$ cat config.mk
export PLATFORM = sky130hd
export DESIGN_NAME = rs485_dir_seq
export DESIGN_NICKNAME = d
export VERILOG_FILES = /design/src/rtl/rs485_seq_pkg.sv /design/src/rtl/rs485_hold_cnt.sv /design/src/rtl/rs485_dir_fsm.sv /design/src/rtl/rs485_dir_seq.sv
export SDC_FILE = /design/constraint.sdc
export NUM_CORES = 1
export LEC_CHECK = 0
export ABC_AREA = 1
export CAP_MARGIN = 20
export CORE_AREA = 3 3 40 42
export CTS_CLUSTER_SIZE = 40
export DETAILED_ROUTE_END_ITERATION = 16
export DIE_AREA = 0 0 43 45
export DONT_BUFFER_PORTS = 1
export PLACE_DENSITY = 0.55
export REMOVE_ABC_BUFFERS = 1
export SYNTH_ARGS = -nofsm -noshare
export SYNTH_HDL_FRONTEND = slang
export SYNTH_SLANG_ARGS = --single-unit
$ cat constraint.sdc
create_clock -name clk -period 1.4 [get_ports clk]
set_clock_uncertainty 0.05 [all_clocks]
set_input_delay 0.21 -clock clk [delete_from_list [all_inputs] [get_ports clk]]
set_output_delay 0.21 -clock clk [all_outputs]
set_load 0.01 [all_outputs]
$ cat src/rtl/rs485_seq_pkg.sv
package rs485_seq_pkg;

  typedef enum logic [1:0] {
    ST_IDLE   = 2'd0,
    ST_SETUP  = 2'd1,
    ST_ACTIVE = 2'd2,
    ST_HOLD   = 2'd3
  } seq_state_e;

  // Pin level for a given logical drive state and polarity selection.
  function automatic logic pin_level(input logic drive, input logic invert);
    return drive ^ invert;
  endfunction

endpackage

$ cat src/rtl/rs485_hold_cnt.sv
module rs485_hold_cnt #(
  parameter int W = 4
) (
  input  logic         clk,
  input  logic         rst_n,
  input  logic         load,
  input  logic [W-1:0] load_val,
  input  logic         dec,
  output logic         last
);
  localparam logic [W-1:0] ONE = W'(1);

  logic [W-1:0] cnt_q;

  always_ff @(posedge clk or negedge rst_n) begin
    if (!rst_n)                     cnt_q <= '0;
    else if (load)                  cnt_q <= load_val;
    else if (dec && cnt_q != '0)    cnt_q <= cnt_q - ONE;
  end

  assign last = (cnt_q == ONE);

  // each qualifying tick removes exactly one bit time
  a_r4_count_step: assert property (@(posedge clk) disable iff (!rst_n)
    (dec && !load && cnt_q != '0) |=> (cnt_q == $past(cnt_q) - ONE));

endmodule

$ cat src/rtl/rs485_dir_fsm.sv
module rs485_dir_fsm
  import rs485_seq_pkg::*;
(
  input  logic       clk,
  input  logic       rst_n,
  input  logic       cfg_en,
  input  logic       tx_pending,
  input  logic       bit_tick,
  input  logic       stop_done,
  input  logic       dly_zero,
  input  logic       hold_last,
  output seq_state_e st,
  output logic       ev_hold_load,
  output logic       ev_hold_tick
);
  seq_state_e st_q, st_d;

  logic ev_last_stop;
  assign ev_last_stop = (st_q == ST_ACTIVE) && stop_done && !tx_pending;
  assign ev_hold_load = cfg_en && ev_last_stop && !dly_zero;
  assign ev_hold_tick = (st_q == ST_HOLD) && bit_tick;

  always_comb begin
    st_d = st_q;
    if (!cfg_en) st_d = ST_IDLE;
    else begin
      unique case (st_q)
        ST_IDLE:   if (tx_pending) st_d = ST_SETUP;
        ST_SETUP:  if (bit_tick)   st_d = tx_pending ? ST_ACTIVE : ST_IDLE;
        ST_ACTIVE: if (ev_last_stop) st_d = dly_zero ? ST_IDLE : ST_HOLD;
        ST_HOLD: begin
          if (tx_pending)                 st_d = ST_ACTIVE;
          else if (bit_tick && hold_last) st_d = ST_IDLE;
        end
        default: st_d = ST_IDLE;
      endcase
    end
  end

  always_ff @(posedge clk or negedge rst_n) begin
    if (!rst_n) st_q <= ST_IDLE;
    else        st_q <= st_d;
  end

  assign st = st_q;

  // transmission grant is only reached through the setup or hold states
  a_r2_setup_first: assert property (@(posedge clk) disable iff (!rst_n)
    (st_q == ST_ACTIVE && $past(st_q) != ST_ACTIVE) |->
      ($past(st_q) == ST_SETUP || $past(st_q) == ST_HOLD));

  // zero delay releases on the next clock
  a_r3_instant_release: assert property (@(posedge clk) disable iff (!rst_n)
    (cfg_en && st_q == ST_ACTIVE && stop_done && !tx_pending && dly_zero)
      |=> (st_q == ST_IDLE));

  // back-to-back characters keep the driver on
  a_r5_back_to_back: assert property (@(posedge clk) disable iff (!rst_n)
    (cfg_en && st_q == ST_ACTIVE && stop_done && tx_pending)
      |=> (st_q == ST_ACTIVE));

  // new data during hold cancels it with no idle cycle
  a_r6_hold_cancel: assert property (@(posedge clk) disable iff (!rst_n)
    (cfg_en && st_q == ST_HOLD && tx_pending) |=> (st_q == ST_ACTIVE));

endmodule

$ cat src/rtl/rs485_dir_seq.sv
module rs485_dir_seq
  import rs485_seq_pkg::*;
#(
  parameter int DLY_W = 4
) (
  input  logic             clk,
  input  logic             rst_n,
  input  logic             cfg_en,
  input  logic             cfg_pol,
  input  logic [DLY_W-1:0] cfg_delay,
  input  logic             gpio_in,
  input  logic             tx_pending,
  input  logic             bit_tick,
  input  logic             stop_done,
  output logic             tx_grant,
  output logic             dir_out
);
  seq_state_e st;
  logic ev_hold_load, ev_hold_tick, hold_last, dly_zero, drive;

  assign dly_zero = (cfg_delay == '0);

  rs485_dir_fsm u_fsm (
    .clk          (clk),
    .rst_n        (rst_n),
    .cfg_en       (cfg_en),
    .tx_pending   (tx_pending),
    .bit_tick     (bit_tick),
    .stop_done    (stop_done),
    .dly_zero     (dly_zero),
    .hold_last    (hold_last),
    .st           (st),
    .ev_hold_load (ev_hold_load),
    .ev_hold_tick (ev_hold_tick)
  );

  rs485_hold_cnt #(.W(DLY_W)) u_cnt (
    .clk      (clk),
    .rst_n    (rst_n),
    .load     (ev_hold_load),
    .load_val (cfg_delay),
    .dec      (ev_hold_tick),
    .last     (hold_last)
  );

  assign drive    = (st != ST_IDLE);
  assign tx_grant = cfg_en ? (st == ST_ACTIVE) : 1'b1;
  assign dir_out  = cfg_en ? pin_level(drive, cfg_pol) : gpio_in;

endmodule

==> impl_metrics.csv <==
group,metric,value,unit
run_status,status,"complete, no violations",
placement,pre_cts_slack,103,ps
route,drt-initial-drc-count,15,
floorplanning,die_w,43,um
setup_path,slowest_stage,"dfrtp_2",
floorplanning,start_util,44.1,%
pwr,ir_worst_vdd,0.680,mV
sta,hold_viol,0,
setup_path,crit_buf_inv,1,
global_routing,gr-usage-all-layers,13.6,%
global_routing,grt_overflow_total,0,
logic_synthesis,ys_seq_area_share,26.5,%
sta,grt_setup_unrepaired,"yes",
route,routedWlPerCell,10.7,um
setup_path,cpLargestDelayFamily,"flip-flops",
setup_path,crit_start,"u_fsm.st[0]",
pwr,p_leak,0.328,nW
sta,maxSlewHeadroom,81.1,%
sta,tightestPinTransition,283,ps
clock_network,insertion_delay,240,ps
layout,final_common_cell,"nand2_1",
placement,port_buffers,0,
layout,syn_to_final_growth,11.9,%
layout,final_cell_mix,"nand2_1, nand3_1, inv_1",
sta,whs,87.7,ps
clock_network,htree_levels,1,
pwr,powerDensity,1620,mW/mm2
logic_synthesis,ys_seq_elements,6,
floorplanning,rows,13,
global_routing,grt_antenna_before_repair,0,
sta,post-route-period-util,99.9,%
setup_path,crit_type,"reg -> out",
placement,hpwl,928,um
setup_path,crit_chain,"nor2_4, xor2_1, o21ai_1, buf_4",
clock_network,cts.sinks,6,
run,cap_violations,0,
layout,drive_gt1_share,18.9,%
layout,utilization,49.4,%
layout,nNetsFinal,106,
route,first_pass_iters,4,
sta,setup_slack,1.85,ps
logic_synthesis,netlist_area,567,um2
global_routing,grt_pass1_vias,481,
route,vias,527,
setup_path,cp_max_fo,2,
clock_network,cts.path.max_buffers,2,
setup_path,crit_required,1140,ps
setup_path,critPathArrivalTime,1140,ps
logic_synthesis,ys_warn_count,0,
logic_synthesis,syn_area_per_cell,6.75,um2
route,routed_wl,1.13,mm
global_routing,grt_max_degree,10,
route,viasPerCell,5.02,
global_routing,grt_pass1_wl,1.93,mm
placement,place_congestion,0.789,
clock_network,path_clk_slew,50,ps
clock_network,cts-root-buf,"clkbuf_4",
floorplanning,coreArea,0.00128,mm2
sta,fmax,0.715,GHz
logic_synthesis,synth_cells,84,
layout,fillCellCount,140,
floorplanning,die_y,45,um
logic_synthesis,synth_cell_types,20,
setup_path,cp-start-kind,"register",
setup_path,r2r_start,"u_fsm.st[0]",
route,antenna_left,0,
setup_path,cp-end-kind,"primary output",
clock_network,cts-buffers-inserted,3,
sta,finalSetupViolCount,0,
sta,period_needed,1400,ps
placement,dp_cells,100,
sta,slew_viol_final,0,
layout,diodes,0,
layout,final_cells,105,
setup_path,max_stage_delay,410,ps
floorplanning,ioPinCount,14,
min_path,worst_hold_path_type,"in -> reg",
route,drc,0,
clock_network,cts_tree,"done",
floorplanning,die-area,0.00194,mm2
min_path,hold_start,"cfg_delay[0]",
## state kept, by name (all words and copies together) (netlist names)
| name | flops |
|---|---|
| u_fsm.st | 2 |
| u_cnt.cnt_q | 4 |
## through the flow
step	power (mW)	instance area [um2]	setup TNS [ps]
after global routing	1.13	634	-61.4
after detailed placement	0.810	583	0
after CTS	1.02	632	-0.992
after floorplan	0.679	542	0
after global placement	0.814	583	0
final	1.03	634	0
## what timing repair did
| action | 4_1_cts | 5_1_grt |
|---|---|---|
| resized for setup | 4 | 1 |
| pin swaps | 2 | 1 |
| endpoints found under the hold margin | 6 | 0 |
| hold buffers | 1 | 0 |
| buffers inserted | 1 | 0 |
| setup endpoints to repair | 1 | 2 |
## report_power, final
| part | total [mW] | leakage (nW) | switching, mW | internal, mW |
|---|---|---|---|---|
| Clock | 0.158 | 0.0138 | 0.0610 | 0.0969 |
| Combinational | 0.553 | 0.239 | 0.307 | 0.247 |
| Sequential | 0.314 | 0.0747 | 0.0655 | 0.249 |
| Total | 1.03 | 0.328 | 0.433 | 0.592 |
## worst register-to-register path: stages, from the launching register on
cell     delay, ps
dfrtp_2        410
buf_4          160
inv_1           60
nand2_2         60
nor2_4         170
nand3_4        110
nand3_1         80
nand3_1         70
## logic make-up after synthesis
kind of cell | share of synthesized area (%)
AOI/OAI and AO/OA | 3.53
xor gates and xnor gates | 4.64
adders and majority gates | 4.41
buffers and inverters | 11.9
DFF | 26.5
and+or+nand+nor | 49.0
## path summary, 6_finish.rpt
| check | slack (ps) | cells past startpoint | to |
|---|---|---|---|
| setup reg to reg | 100 | 7 | u_cnt.cnt_q[3] |
| hold reg to reg | 460 | 2 | u_cnt.cnt_q[1] |
| min in group asynchronous | 230 | 1 | u_fsm.st[1] |
| max in group asynchronous | 830 | 1 | u_fsm.st[0] |
| setup / recovery | 2 | 4 | dir_out |
| hold / removal | 90 | 2 | u_cnt.cnt_q[0] |
## synthesized netlist by cell type
master    count  share of area [%]
nand2_2       1                1.1
clkbuf_8      1                2.4
nor2_1        8                5.3
nand2_1      27                 18
xor2_1        2                3.1
nand3_4       2                6.2
inv_2         1               0.66
nand4_1       5                5.5
inv_1         9                6.0
ha_1          2                4.4
nor2_2        1                1.1
nand3_1      10                8.8
a21oi_1       3                2.6
xnor2_1       1                1.5
or2_0         1                1.1
nor2_4        1                2.0
dfrtp_1       6                 26
clkinv_2      1               0.88
o21ai_0       1               0.88
buf_6         1                2.0
## final cells by class
type | instances | area [um2] | share of cell area (%)
multi-input combinational | 65 | 359 | 56.6
timing repair buffer | 5 | 40.0 | 6.31
sequential | 6 | 151 | 23.9
inverter | 11 | 42.5 | 6.71
tap | 15 | 18.8 | 2.96
clock buffer | 3 | 22.5 | 3.55
## per-layer routing
metal / vias to the layer above / GRT usage, % / wire length, um / share of wire (%)
met5: - / 0 / 0 / 0
met4: 0 / 10.8 / 35 / 3.1
met3: 5 / 3.19 / 86 / 7.6
met2: 19 / 18.0 / 464 / 41
met1: 217 / 18.8 / 540 / 48
li1: 286 / - / - / -
(Power assumes the default switching activity.)
